### src/rtl/frac_pkg.sv
package frac_pkg;
  localparam int DATA_W_DEF    = 32;
  localparam int ADDR_W_DEF    = 2;
  localparam int FIELD_W_DEF   = 5;
  localparam int FIELD_LSB_DEF = 8;
  localparam int KICK_BIT_DEF  = 31;

  typedef enum logic [1:0] {
    REG_KICK = 2'd0,
    REG_CTRL = 2'd1
  } reg_sel_e;
endpackage

### src/rtl/frac_regs.sv
module frac_regs #(
  parameter int DATA_W    = frac_pkg::DATA_W_DEF,
  parameter int ADDR_W    = frac_pkg::ADDR_W_DEF,
  parameter int FIELD_W   = frac_pkg::FIELD_W_DEF,
  parameter int FIELD_LSB = frac_pkg::FIELD_LSB_DEF,
  parameter int KICK_BIT  = frac_pkg::KICK_BIT_DEF
) (
  input  logic               clk,
  input  logic               rst,
  input  logic               wr_en,
  input  logic               rd_en,
  input  logic [ADDR_W-1:0]  addr,
  input  logic [DATA_W-1:0]  wdata,
  output logic [DATA_W-1:0]  rdata,
  input  logic               apply_i,
  output logic               pending_o,
  output logic [FIELD_W-1:0] field_o
);
  import frac_pkg::*;

  localparam logic [DATA_W-1:0] FIELD_MASK =
    DATA_W'(((1 << FIELD_W) - 1) << FIELD_LSB);

  logic [DATA_W-1:0] ctrl_q;
  logic              pending_q;
  logic              sel_ctrl, sel_kick;

  assign sel_ctrl = (addr == ADDR_W'(REG_CTRL));
  assign sel_kick = (addr == ADDR_W'(REG_KICK));

  always_ff @(posedge clk) begin
    if (rst) begin
      ctrl_q <= '0;
    end else if (wr_en && sel_ctrl) begin
      if (pending_q)
        ctrl_q <= (wdata & ~FIELD_MASK) | (ctrl_q & FIELD_MASK);
      else
        ctrl_q <= wdata;
    end
  end

  always_ff @(posedge clk) begin
    if (rst)
      pending_q <= 1'b0;
    else if (wr_en && sel_kick && wdata[KICK_BIT])
      pending_q <= 1'b1;
    else if (apply_i)
      pending_q <= 1'b0;
  end

  always_ff @(posedge clk) begin
    if (rst) begin
      rdata <= '0;
    end else if (rd_en) begin
      if (sel_ctrl)
        rdata <= ctrl_q;
      else if (sel_kick)
        rdata <= DATA_W'(pending_q) << KICK_BIT;
      else
        rdata <= '0;
    end
  end

  assign pending_o = pending_q;
  assign field_o   = ctrl_q[FIELD_LSB +: FIELD_W];

  // staged field frozen while a change is pending
  p_field_frozen_r7: assert property (@(posedge clk) disable iff (rst)
    pending_q |=> $stable(field_o));
endmodule

### src/rtl/frac_window.sv
module frac_window #(
  parameter int FIELD_W = frac_pkg::FIELD_W_DEF
) (
  input  logic               clk,
  input  logic               rst,
  input  logic               pending_i,
  input  logic [FIELD_W-1:0] field_i,
  output logic               apply_o,
  output logic               win_last_o,
  output logic [FIELD_W:0]   mult_o
);
  localparam int            WINDOW = 1 << FIELD_W;
  localparam logic [FIELD_W:0] WIN_V = (FIELD_W+1)'(WINDOW);

  logic [FIELD_W-1:0] win_cnt;
  logic [FIELD_W:0]   mult_q;
  logic [FIELD_W+1:0] wait_cnt;

  always_ff @(posedge clk) begin
    if (rst) win_cnt <= '0;
    else     win_cnt <= win_cnt + 1'b1;
  end

  assign win_last_o = &win_cnt;
  assign apply_o    = win_last_o & pending_i;

  always_ff @(posedge clk) begin
    if (rst)          mult_q <= WIN_V;
    else if (apply_o) mult_q <= WIN_V - {1'b0, field_i};
  end

  assign mult_o = mult_q;

  always_ff @(posedge clk) begin
    if (rst || !pending_i) wait_cnt <= '0;
    else                   wait_cnt <= wait_cnt + 1'b1;
  end

  // multiplier only changes at a window boundary
  p_switch_boundary_r6: assert property (@(posedge clk) disable iff (rst)
    !win_last_o |=> $stable(mult_o));
  // pending flag only clears at a boundary
  p_kick_hold_r6: assert property (@(posedge clk) disable iff (rst)
    (pending_i && !win_last_o) |=> pending_i);
  // bounded apply latency
  p_kick_latency_r6: assert property (@(posedge clk) disable iff (rst)
    wait_cnt <= (FIELD_W+2)'(WINDOW));
  // multiplier stays within 1..WINDOW
  p_mult_range_r2: assert property (@(posedge clk) disable iff (rst)
    (mult_o >= 1) && (mult_o <= WIN_V));
endmodule

### src/rtl/frac_accum.sv
module frac_accum #(
  parameter int FIELD_W = frac_pkg::FIELD_W_DEF
) (
  input  logic             clk,
  input  logic             rst,
  input  logic [FIELD_W:0] mult_i,
  input  logic             win_last_i,
  output logic             en_o
);
  localparam int WINDOW = 1 << FIELD_W;
  localparam logic [FIELD_W+1:0] WIN_S = (FIELD_W+2)'(WINDOW);

  logic [FIELD_W:0]   acc_q;
  logic [FIELD_W+1:0] sum;
  logic               over;
  logic               en_q;

  assign sum  = {1'b0, acc_q} + {1'b0, mult_i};
  assign over = (sum >= WIN_S);

  always_ff @(posedge clk) begin
    if (rst) begin
      acc_q <= '0;
      en_q  <= 1'b0;
    end else begin
      en_q <= over;
      if (win_last_i)
        acc_q <= '0;
      else if (over)
        acc_q <= FIELD_W'(sum - WIN_S);
      else
        acc_q <= sum[FIELD_W:0];
    end
  end

  assign en_o = en_q;

  // full multiplier passes every cycle
  p_full_rate_r8: assert property (@(posedge clk) disable iff (rst)
    (mult_i == (FIELD_W+1)'(WINDOW)) |=> en_o);
  // at half rate or below no back-to-back enables
  p_spread_r9: assert property (@(posedge clk) disable iff (rst)
    (en_o && mult_i <= (FIELD_W+1)'(WINDOW/2)) |=> !en_o);
endmodule

### src/rtl/frac_clk_ctrl.sv
module frac_clk_ctrl #(
  parameter int DATA_W    = frac_pkg::DATA_W_DEF,
  parameter int ADDR_W    = frac_pkg::ADDR_W_DEF,
  parameter int FIELD_W   = frac_pkg::FIELD_W_DEF,
  parameter int FIELD_LSB = frac_pkg::FIELD_LSB_DEF,
  parameter int KICK_BIT  = frac_pkg::KICK_BIT_DEF
) (
  input  logic              clk,
  input  logic              rst,
  input  logic              wr_en,
  input  logic              rd_en,
  input  logic [ADDR_W-1:0] addr,
  input  logic [DATA_W-1:0] wdata,
  output logic [DATA_W-1:0] rdata,
  output logic              clk_en_o,
  output logic              busy_o
);
  logic               apply;
  logic               pending;
  logic               win_last;
  logic [FIELD_W-1:0] field;
  logic [FIELD_W:0]   mult;

  frac_regs #(
    .DATA_W(DATA_W), .ADDR_W(ADDR_W), .FIELD_W(FIELD_W),
    .FIELD_LSB(FIELD_LSB), .KICK_BIT(KICK_BIT)
  ) u_regs (
    .clk(clk), .rst(rst), .wr_en(wr_en), .rd_en(rd_en), .addr(addr),
    .wdata(wdata), .rdata(rdata), .apply_i(apply),
    .pending_o(pending), .field_o(field)
  );

  frac_window #(.FIELD_W(FIELD_W)) u_window (
    .clk(clk), .rst(rst), .pending_i(pending), .field_i(field),
    .apply_o(apply), .win_last_o(win_last), .mult_o(mult)
  );

  frac_accum #(.FIELD_W(FIELD_W)) u_accum (
    .clk(clk), .rst(rst), .mult_i(mult), .win_last_i(win_last),
    .en_o(clk_en_o)
  );

  assign busy_o = pending;

  // outputs quiet while in reset
  p_reset_quiet_r1: assert property (@(posedge clk)
    $past(rst) |-> (!clk_en_o && !busy_o));
endmodule

### config.mk
export PLATFORM = sky130hd
export DESIGN_NAME = frac_clk_ctrl
export DESIGN_NICKNAME = d
export VERILOG_FILES = /design/src/rtl/frac_pkg.sv /design/src/rtl/frac_regs.sv /design/src/rtl/frac_window.sv /design/src/rtl/frac_accum.sv /design/src/rtl/frac_clk_ctrl.sv
export SDC_FILE = /design/constraint.sdc
export NUM_CORES = 1
export LEC_CHECK = 0
export BUFFER_PORTS_ARGS = -buffer_cell sky130_fd_sc_hd__buf_2
export CORE_MARGIN = 4
export CORE_UTILIZATION = 50
export DETAILED_ROUTE_END_ITERATION = 12
export PLACE_DENSITY = 0.85
export SLEW_MARGIN = 20
export SYNTH_ARGS = -nofsm -noshare
export SYNTH_HDL_FRONTEND = slang
export SYNTH_SLANG_ARGS = --single-unit
### constraint.sdc
create_clock -name clk -period 4.19 [get_ports clk]
set_input_delay 0.838 -clock clk [delete_from_list [all_inputs] [get_ports clk]]
set_output_delay 0.838 -clock clk [all_outputs]
set_load 0.1 [all_outputs]
* Word-level counts from Yosys, hierarchy flattened *
Cells that the tools add are included.
Widths: inputs -> output; s select.

word-level totals
  word-level logic and storage cells = 30
  output and inout port bits = 34
  input bits = 38
  flip-flop bits (word level) = 83

operators by class
  bitwise logic cells = 2
  order comparisons = 1
  equality and inequality tests = 1
  reductions and logical operators = 8
  $add $sub $neg = 4
  multiplexer cells = 6

operators with widths
  kind                 count
  $mux 32              3
  $or 32x13->32        1
  $add 6x6->7          1
  $ge 7x6->1 const B   1
  $sub 6x5->6 const A  1
  $add 5x1->5 const B  1
  $mux 5               1
  $reduce_and 5->1     1
  $sub 5x1->5 const B  1
  $logic_and 1x1->1    3
  $reduce_or 3->1      1
  $eq 2x1->1 const B   1
  $logic_not 2->1      1
  $mux 1               2
  $reduce_bool 2->1    1
  $reduce_or 2->1      1
  $and 1x1->1          1

* Logic depth before layout (Yosys ltp) *
Gate-level depths: netlist of the first run.

  depth after elaboration = 4
  mapped depth = 7
  mapped depth without buffers = 7

* Modules after synthesis *
From an unflattened synthesis of the first run, not the netlist that was laid out.

second synthesis, totals
  cell total of the unflattened synthesis = 348
  area, all modules = 3520.9 um^2

by module, submodules not included
  module       sequential area each (um^2)  cells an instance  area each (um^2)  times used
  frac_regs    1301.2                       260                2665.1            1
  frac_window  220.2                        51                 466.7             1
  frac_accum   140.1                        37                 389.1             1

* Least setup slack after synthesis of the first run *
OpenSTA, ideal clock, no wires.

  kind = reg2reg
  start point = register u_regs.pending_q, in the netlist u_regs.pending_o
  end point = register u_window.mult_q[5], in the netlist u_window.mult_o[5]
  cell stages (with the launch flop) = 3
  path buffers = 0
  required time = 4.068 ns
  arrival = 1.718 ns
  slack = 2.350 ns
  clock period less this slack = 1.840 ns
  setup time = 0.122 ns
  cells stage by stage = dfxtp_1 > nand2_1 > a221o_1

on the way
  cells in the longest elaborated chain, start to end = 1

ends and longest elaborated chain
  what                    RTL line           RTL
  from (decl)             frac_regs.sv:25    logic pending_q;
  from (signal assigned)  frac_regs.sv:44    pending_q <= 1'b0;
  from (signal assigned)  frac_regs.sv:46    pending_q <= 1'b1;
  from (signal assigned)  frac_regs.sv:48    pending_q <= 1'b0;
  $and 1x1->1             frac_window.sv:25  assign apply_o = win_last_o & pending_i;
  to (signal assigned)    frac_window.sv:29  else if (apply_o) mult_q <= WIN_V - {1'b0, field_i};
  to (decl)               frac_window.sv:16  logic [FIELD_W:0] mult_q;

No other way between the ends.
A chain may end at the register's enable or synchronous reset.

* Worst setup path in the final report of the first run *
  start point = register u_regs.pending_q, in the netlist u_regs.pending_o
  end point = output busy_o

RTL lines
  what       RTL line             RTL
  to (decl)  frac_clk_ctrl.sv:16  output logic busy_o

No word-level cell between the ends.

==> results.yml, run 1 <==
run_status:
  status: "finished, final reports clean"
floorplanning:
  die_h_um: 89.1
  core_um2: 6390
  die_area_um2: 7950
  fp.dieW_um: 89.1
  start_util_pct: 51.5
  io_pins: 72
  rows: 29
route:
  antenna_left: 0
  dr.pass1.iters: 5
  vias_per_cell: 5.24
  drt-initial-drc-count: 146
  wl_per_cell_um: 13.3
  postRouteWirelength_mm: 6.92
  drc: 0
  vias: 2724
synth:
  async_reset_ff_share_pct: 0
  synth-edff-count: 0
  ys_ff_latch: 83
  ys_seq_area_share_pct: 50.5
  synthFlopType: "dfxtp_1"
  synth_warnings: 0
  avgSynthCellArea_um2: 8.69
  netlist_area_um2: 3290
  syn_inst: 379
  yosys.cell_types.count: 37
  syn_nets: 427
clocking:
  cts_buffers: 9
  clk_pin_slew_worst_paths_ns: 0.08
  clock_latency_ns: 0.35
  cts_resized: 0
  post-cts-setup-buffers: 0
  numClockSinks: 83
  cts_tree: "yes"
  cts_buffer_depth: 2
  root_buffer: "clkbuf_8"
  ctsHoldBuffers: 0
  htree_levels: 3
worst_setup_path:
  cp.required_ns: 3.35
  max_stage_delay_ns: 0.62
  cp_max_fo: 14
  worstSetupPathType: "flop to output port"
  path_buf_inv: 1
  end_kind: "output port"
  startpoint_type: "flop"
  path_cells: "buf_2"
  cp_top_family: "flip-flops"
  arrival_ns: 1.48
  cpMaxStageDelayCell: "dfxtp_1"
cells_and_area:
  fillers: 558
  nNetsFinal: 486
  mostFrequentLayoutCell: "dfxtp_1"
  fin_cells: 520
  utilization_pct: 59.2
  drive_gt1_share_pct: 22.3
  synthToLayoutAreaGrowth_pct: 14.9
  layout_common_cells: "dfxtp_1, buf_2, a21oi_1"
  antennaDiodeCount: 0
  fin_area_um2: 3780
place:
  dp_hpwl_mm: 4.56
  place_ws_ns: 1.50
  dp_cells: 504
  io_buffers: 71
  routabilityCongestion: 0.766
  place_area_um2: 3600
pwr:
  p_leak_uw: 0.00160
  ir_drop_mv: 0.214
  power_per_cell_area_nw_per_um2: 377
global_route:
  antenna_found_initial: 0
  grt_pass1_vias: 2580
  grt_pass1_wl_mm: 11.6
  grt_start_max_net_pins: 57
  grt_usage_pct: 18.6
  overflow: 0
timing:
  max_freq_ghz: 0.430
  hold_viol: 0
  setup_ws_ns: 1.87
  rsz0062_at_grt: "false"
  fin_setup_tns_ns: 0
  finalCriticalPeriod_ns: 2.32
  tightestPinTransition_ns: 1.03
  relSlewSlack_pct: 31.1
  fin_worst_skew_ns: 0.00956
  setup_viol: 0
  min_period_over_period_pct: 55.4
  slew_viol_final: 0
min_path:
  hold_class: "flop to flop"
flow_run:
  maxCapViolCount: 0
power by group:
part | total, uW | leakage [uW] | switching, uW | internal [uW]
Clock | 508 | 0.0000737 | 292 | 216
Combinational | 103 | 0.000859 | 69.7 | 33.7
Sequential | 814 | 0.000672 | 10.1 | 804
Total | 1430 | 0.00160 | 372 | 1050
registers in the layout (all words and copies together) (netlist names):
signal	flops
u_regs.ctrl_q	32
u_accum.acc_q	6
u_window.win_cnt	5
u_window.mult_o	6
u_regs.pending_o	1
u_regs.rdata	32
u_accum.en_o	1
final timing paths:
kind                       startpoint                   to  slack (ns)  depth (start not counted)
hold / removal    u_window.win_cnt[0]  u_window.win_cnt[0]        0.45                          1
setup / recovery     u_regs.pending_o               busy_o        1.87                          1
hold reg to reg   u_window.win_cnt[0]  u_window.win_cnt[0]        0.45                          1
setup reg to reg  u_window.win_cnt[0]   u_window.mult_o[5]        2.30                          5
kinds of logic (layout without fill, tap and decap cells):
family	Yosys count	after routing	share of synthesized area, %
compound gates	84	84	13.9
xor+xnor	6	6	1.60
fa+ha+maj	10	10	4.03
buf+inv	30	94	5.24
flops	83	83	50.5
mux	2	2	0.608
other cells	1	1	0.114
simple gates	163	163	24.0
layout make-up:
type,count,area (um^2),share of cell area (%)
inverter,6,22.5,0.596
tap,77,96.3,2.55
clock inverter,7,55.1,1.46
multi-input combinational,266,1460,38.6
sequential,83,1660,43.9
timing repair buffer,72,363,9.60
clock buffer,9,124,3.28
cells in the mapped netlist (2+ instances only):
cell type	n	area share (%)
buf_6	4	1.4
nand2_1	65	7.4
and2b_1	10	2.3
nand3_1	6	0.91
o21ai_0	7	1.1
ha_1	9	3.4
nor3b_1	2	0.46
a21oi_2	5	1.3
buf_8	2	0.91
mux2i_1	2	0.61
buf_2	6	0.91
a21oi_1	66	10
inv_1	6	0.68
clkbuf_1	11	1.3
xnor2_1	3	0.80
a21o_1	2	0.46
xor2_1	3	0.80
nor3_1	5	0.76
and3b_1	2	0.53
nor4_1	2	0.38
dfxtp_1	83	50
nor2b_1	24	4.6
nor2_1	40	4.6
per-layer routing:
metal  track usage, %  vias up  part of all wire, %
li1                 -     1366                    -
met1             24.0     1274                   44
met2             29.2       73                   48
met3             4.61       11                  6.5
met4             8.93        0                  1.2
met5                0        -                    0
stage by stage:
stage	hold WS, ns	total power, uW
after floorplan	0.418	906
after global placement	0.428	931
after detailed placement	0.438	934
after CTS	0.451	1440
after global routing	0.482	1490
final	0.447	1430
Note: power is estimated with default switching activity, not from simulation.
==> run 2: changes to the inputs <==
--- a/config.mk
+++ b/config.mk
@@ -5,11 +5,12 @@
 export SDC_FILE = /design/constraint.sdc
 export NUM_CORES = 1
 export LEC_CHECK = 0
+export ABC_AREA = 1
 export BUFFER_PORTS_ARGS = -buffer_cell sky130_fd_sc_hd__buf_2
 export CORE_MARGIN = 4
-export CORE_UTILIZATION = 50
+export CORE_UTILIZATION = 48
 export DETAILED_ROUTE_END_ITERATION = 12
-export PLACE_DENSITY = 0.85
+export PLACE_DENSITY = 0.86
 export SLEW_MARGIN = 20
 export SYNTH_ARGS = -nofsm -noshare
 export SYNTH_HDL_FRONTEND = slang
==> constraint.sdc (replaced) <==
create_clock -name clk -period 2 [get_ports clk]
set_input_delay 0.4 -clock clk [delete_from_list [all_inputs] [get_ports clk]]
set_output_delay 0.4 -clock clk [all_outputs]
set_load 0.1 [all_outputs]
==> run 2 against run 1 <==
Compared with the run above: via count up 5.6%; synthesized cell count rose by 6.3%; wire length increased by 9.0%; hold slack got worse by 0.16 ns; clock skew shrank 0.0015 ns; global-route usage rose by 0.31 points; sequential share of layout area shrank 1.8 points; design area rose by 4.2%; sequential power grew 110%; clock power increased by 150%; critical path type unchanged; critical endpoint unchanged; largest cell class unchanged.
==> results.yml, run 2 <==
clocking:
  cts_buffers: 9
  ctsHoldBuffers: 0
  numClockSinks: 83
  clock_latency_ns: 0.35
  clk_pin_slew_worst_paths_ns: 0.09
  cts_tree: "yes"
  root_buffer: "clkbuf_8"
  cts_resized: 0
  post-cts-setup-buffers: 0
  htree_levels: 3
  cts_buffer_depth: 2
route:
  vias_per_cell: 5.05
  wl_met1_mm: 3.42
  vias: 2877
  wl_per_cell_um: 13.2
  top_layer: "met4"
  postRouteWirelength_mm: 7.54
  drc: 0
  dr.pass1.iters: 4
  drt-initial-drc-count: 202
  met2_wirelength_mm: 3.59
  met3WireLength_um: 445
  antenna_left: 0
timing:
  setup_viol: 0
  slew_viol_final: 0
  rsz0062_at_grt: "false"
  fin_worst_skew_ns: 0.00805
  max_freq_ghz: 0.611
  hold_viol: 0
  finalCriticalPeriod_ns: 1.64
  setup_ws_ns: 0.364
  fin_setup_tns_ns: 0
  min_period_over_period_pct: 81.8
global_route:
  grt_pass1_wl_mm: 12.9
  grt_usage_pct: 18.9
  antenna_found_initial: 0
  grt_start_max_net_pins: 33
  grt_pass1_vias: 2903
  overflow: 0
synth:
  syn_inst: 403
  ys_seq_area_share_pct: 49.8
  syn_nets: 451
  netlist_area_um2: 3340
  synth-edff-count: 0
  synth_top_area_share_pct: 49.8
  synth_warnings: 0
  ys_top_cells_by_area: "dfxtp_1, nand2_1, a21oi_1"
  ys_ff_latch: 83
  synthTopCellsByCount: "dfxtp_1, nand2_1, a21oi_1"
  synthFlopType: "dfxtp_1"
  avgSynthCellArea_um2: 8.29
  yosys.cell_types.count: 28
  synth_top_area_cell: "dfxtp_1"
  async_reset_ff_share_pct: 0
place:
  dp_hpwl_mm: 5.20
  place_ws_ns: 0.493
  routabilityCongestion: 0.788
  io_buffers: 71
  place_area_um2: 3730
  dp_cells: 554
cells_and_area:
  synthToLayoutAreaGrowth_pct: 18.0
  fin_cells: 570
  layout_common_cells: "nand2_1, dfxtp_1, buf_2"
  top_regs: "u_regs.ctrl_q (32), u_regs.rdata (32)"
  fin_area_um2: 3940
  nNetsFinal: 517
  antennaDiodeCount: 0
  drive_gt1_share_pct: 29.1
  fillers: 579
floorplanning:
  rows: 30
  io_pins: 72
  die_h_um: 91.4
  fp.dieW_um: 91.4
  start_util_pct: 49.2
  die_area_um2: 8360
  core_um2: 6790
worst_setup_path:
  startpoint: "u_regs.pending_o"
  cpMaxStageDelayCell: "buf_2"
  cp_top_family: "buffers and inverters"
  max_stage_delay_ns: 0.46
  worstSetupPathType: "flop to output port"
  cp.required_ns: 1.60
  startpoint_type: "flop"
  path_cells: "buf_2"
  arrival_ns: 1.24
  cp_max_fo: 4
  crit-reg2reg-launch: "u_window.win_cnt[0]"
  end_kind: "output port"
  path_buf_inv: 1
min_path:
  hold_class: "input pin to flop"
  hp-start: "wdata[26]"
pwr:
  power_per_cell_area_nw_per_um2: 898
  ir_drop_mv: 0.458
  p_leak_uw: 0.00165
flow_run:
  maxCapViolCount: 0
run_status:
  status: "finished, final reports clean"
## run 2: cell types whose count changed after synthesis, moves of 18 or more
cell	change
nor2b_1	-24
nor2_1	-22
o21ai_1	+22
nand2_2	+21
inv_1	+19
nand2_1	+18
## run 2: cells by family after synthesis
family | Yosys count | share of synthesized area, %
AND/OR/NAND/NOR | 134 | 17.3
AO/OA/AOI/OAI | 119 | 20.3
adder cells (fa/ha/maj) | 10 | 3.97
XOR/XNOR | 5 | 1.31
buffers and inverters | 51 | 7.27
flip-flops | 83 | 49.8
other | 1 | 0.112
## run 2: metrics by stage
step	hold slack, ns	util (%)	total power [uW]
after floorplan	0.418	-	2210
after global placement	0.428	54.9	2310
after detailed placement	0.445	54.9	2320
after CTS	0.275	58.0	3560
after global routing	0.273	58.0	3670
final	0.289	58.0	3540
## run 2: cell type report
| cell class | count | area [um^2] | area share, % |
|---|---|---|---|
| clock buffer | 10 | 138 | 3.49 |
| sequential | 83 | 1660 | 42.2 |
| timing repair buffer | 78 | 408 | 10.3 |
| inverter | 28 | 108 | 2.73 |
| tap | 96 | 120 | 3.05 |
| clock inverter | 6 | 71.3 | 1.81 |
| multi-input combinational | 269 | 1440 | 36.4 |
## run 2: path summary, 6_finish.rpt
path                         end  slack, ns  depth (start not counted)
min            u_regs.ctrl_q[26]       0.29                          3
min reg2reg  u_window.win_cnt[0]       0.46                          1
max                       busy_o       0.36                          1
max reg2reg   u_window.mult_o[3]       0.47                         10
## run 2: worst register-to-register path, stage by stage (launching register included)
cell	delay (ns)
dfxtp_1	0.33
ha_1	0.21
nand2_1	0.09
nor2_1	0.04
ha_1	0.18
nand2_1	0.16
inv_1	0.13
nor2_1	0.10
nor2_1	0.04
o21ai_1	0.09
inv_1	0.05
## run 2: power breakdown
part           switching [uW]  internal [uW]  total, uW
clock network             631            622       1250
logic                     415            117        532
registers                36.7           1720       1750
total                    1080           2450       3540
## run 2: layer usage
layer  GRT usage, %  up-vias
li1               -     1443
met1           23.5     1339
met2           30.7       85
met3           5.39       10
met4           7.54        0
met5              0        -
==> run 3: changes to the inputs <==
==> constraint.sdc (replaced) <==
create_clock -name clk -period 1.4 [get_ports clk]
set_input_delay 0.28 -clock clk [delete_from_list [all_inputs] [get_ports clk]]
set_output_delay 0.28 -clock clk [all_outputs]
set_load 0.1 [all_outputs]
==> run 3 against run 2 <==
Compared with the run above: sequential power grew 43%; the flow now finishes with violations (negative setup slack); clock power increased by 49%; hold slack worse by 0.098 ns; global-route usage is essentially flat.
==> results.yml, run 3 (synthesis gave the netlist of run 2 again) <==
cells_and_area:
  mostFrequentLayoutCell: "nand2_1"
  drive_gt1_share_pct: 34.8
  top_regs: "u_regs.ctrl_q (32), u_regs.rdata (32)"
  synthToLayoutAreaGrowth_pct: 27.8
  nNetsFinal: 527
  utilization_pct: 62.8
  antennaDiodeCount: 0
  layout_common_cells: "nand2_1, dfxtp_1, a21oi_1"
worst_setup_path:
  worstSetupPathType: "flop to flop"
  startpoint: "u_window.win_cnt[1]"
  cp.required_ns: 1.63
  arrival_ns: 1.64
  startpoint_type: "flop"
  rr_worst_depth: 8
  reg2reg_slack_ns: -0.009
  cp_max_fo: 5
  timing.rr.end: "u_window.mult_o[5]"
  crit-reg2reg-launch: "u_window.win_cnt[1]"
  end_kind: "flop"
  critPathCapture: "u_window.mult_o[5]"
route:
  postRouteWirelength_mm: 7.97
  dr.pass1.iters: 5
  antenna_left: 0
  drc: 0
  vias: 2947
  vias_per_cell: 5.09
  wl_per_cell_um: 13.8
  drt-initial-drc-count: 178
timing:
  hold_viol: 0
  fin_setup_tns_ns: -0.00879
  max_freq_ghz: 0.710
  fin_worst_skew_ns: 0.00627
  slew_viol_final: 0
  min_period_over_period_pct: 101
  finalCriticalPeriod_ns: 1.41
  setup_ws_ns: -0.00879
  setup_viol: 1
  rsz0062_at_grt: "true"
clocking:
  htree_levels: 3
  clock_latency_ns: 0.34
  clk_pin_slew_worst_paths_ns: 0.08
  cts_tree: "yes"
  cts_buffers: 9
  cts_buffer_depth: 2
  root_buffer: "clkbuf_8"
  numClockSinks: 83
  ctsHoldBuffers: 0
place:
  dp_hpwl_mm: 5.35
  routabilityCongestion: 0.806
  io_buffers: 71
run_status:
  status: "complete, but fails checks"
  violations: "negative setup slack"
global_route:
  grt_pass1_vias: 2906
  grt_start_max_net_pins: 33
  overflow: 0
  antenna_found_initial: 0
  grt_util_met3_pct: 4.64
  grt_usage_pct: 18.9
  grt_pass1_wl_mm: 13.1
  met1_usage_pct: 23.4
  top_usage_layer: "met2"
  grt_util_met2_pct: 32.1
floorplanning:
  rows: 30
  io_pins: 72
  die_area_um2: 8360
  start_util_pct: 49.2
  core_um2: 6790
  fp.dieW_um: 91.4
  die_h_um: 91.4
pwr:
  ir_drop_mv: 0.702
  power_per_cell_area_nw_per_um2: 1220
  p_leak_uw: 0.00173
flow_run:
  maxCapViolCount: 0
min_path:
  hold_class: "input pin to flop"
[run 3: changes by cell type in the layout (fill, tap and decap cells not counted), moves of 4 or more]
cell,delta
buf_2,-33
buf_12,+4
buf_4,+21
dfxtp_1,-5
clkbuf_4,+17
dfxtp_2,+5
ha_4,+5
ha_1,-6
[run 3: power breakdown]
| group | internal (uW) | switching (uW) |
|---|---|---|
| registers | 2450 | 60.2 |
| clock network | 1040 | 820 |
| logic | 220 | 604 |
| total | 3710 | 1480 |
[run 3: worst min-delay path by stage]
stage          slack, ns  cells past startpoint                 from                   to
6_report            0.19                      3             wdata[5]     u_regs.ctrl_q[5]
3_3_place_gp        0.43                      2    u_regs.ctrl_q[31]    u_regs.ctrl_q[31]
3_5_place_dp        0.44                      2    u_regs.ctrl_q[31]    u_regs.ctrl_q[31]
2_1_floorplan       0.42                      1  u_window.win_cnt[0]  u_window.win_cnt[0]
5_1_grt             0.17                      3            wdata[30]    u_regs.ctrl_q[30]
4_1_cts             0.17                      3            wdata[23]    u_regs.ctrl_q[23]
[run 3: worst max-delay path: stages (launching register included)]
cell     delay (ns)
dfxtp_2        0.37
ha_4           0.15
nand2_2        0.06
nor2_1         0.10
ha_2           0.21
nand2_4        0.08
buf_6          0.13
a21oi_2        0.13
o41ai_2        0.08
[run 3: cell type report]
type                    instances  area (um^2)
clock buffers                  10          138
flip-flops and latches         83         1670
fillers                       560         2530
well taps                      96          120
inverters                      28          110
clock inverters                 5         77.6
multi-input cells             269         1540
repair buffers                 88          619
[run 3: what timing repair did]
| item | in CTS | in global routing |
|---|---|---|
| setup buffers | 0 | 3 |
| endpoints found under the setup margin | 23 | 26 |
| gates resized for setup | 30 | 27 |
| pin swaps | 6 | 7 |
[run 3: routing by layer]
layer	part of all wire, %	vias to the layer above
li1	-	1465
met1	44	1391
met2	50	82
met3	5.1	9
met4	0.88	0
met5	0	-
[run 3: stage by stage]
stage / hold WS [ns] / area (um^2) / std cells / total power, uW / setup WS, ns
floorplan: 0.418 / 3340 / 403 / 3160 / 0.0181
CTS: 0.170 / 4140 / 576 / 5200 / 0.000526
finish: 0.191 / 4270 / 579 / 5190 / -0.00879
global route: 0.171 / 4270 / 579 / 5410 / -0.102
detailed placement: 0.437 / 3840 / 561 / 3340 / -0.0873
global placement: 0.433 / 3840 / 561 / 3320 / -0.0199
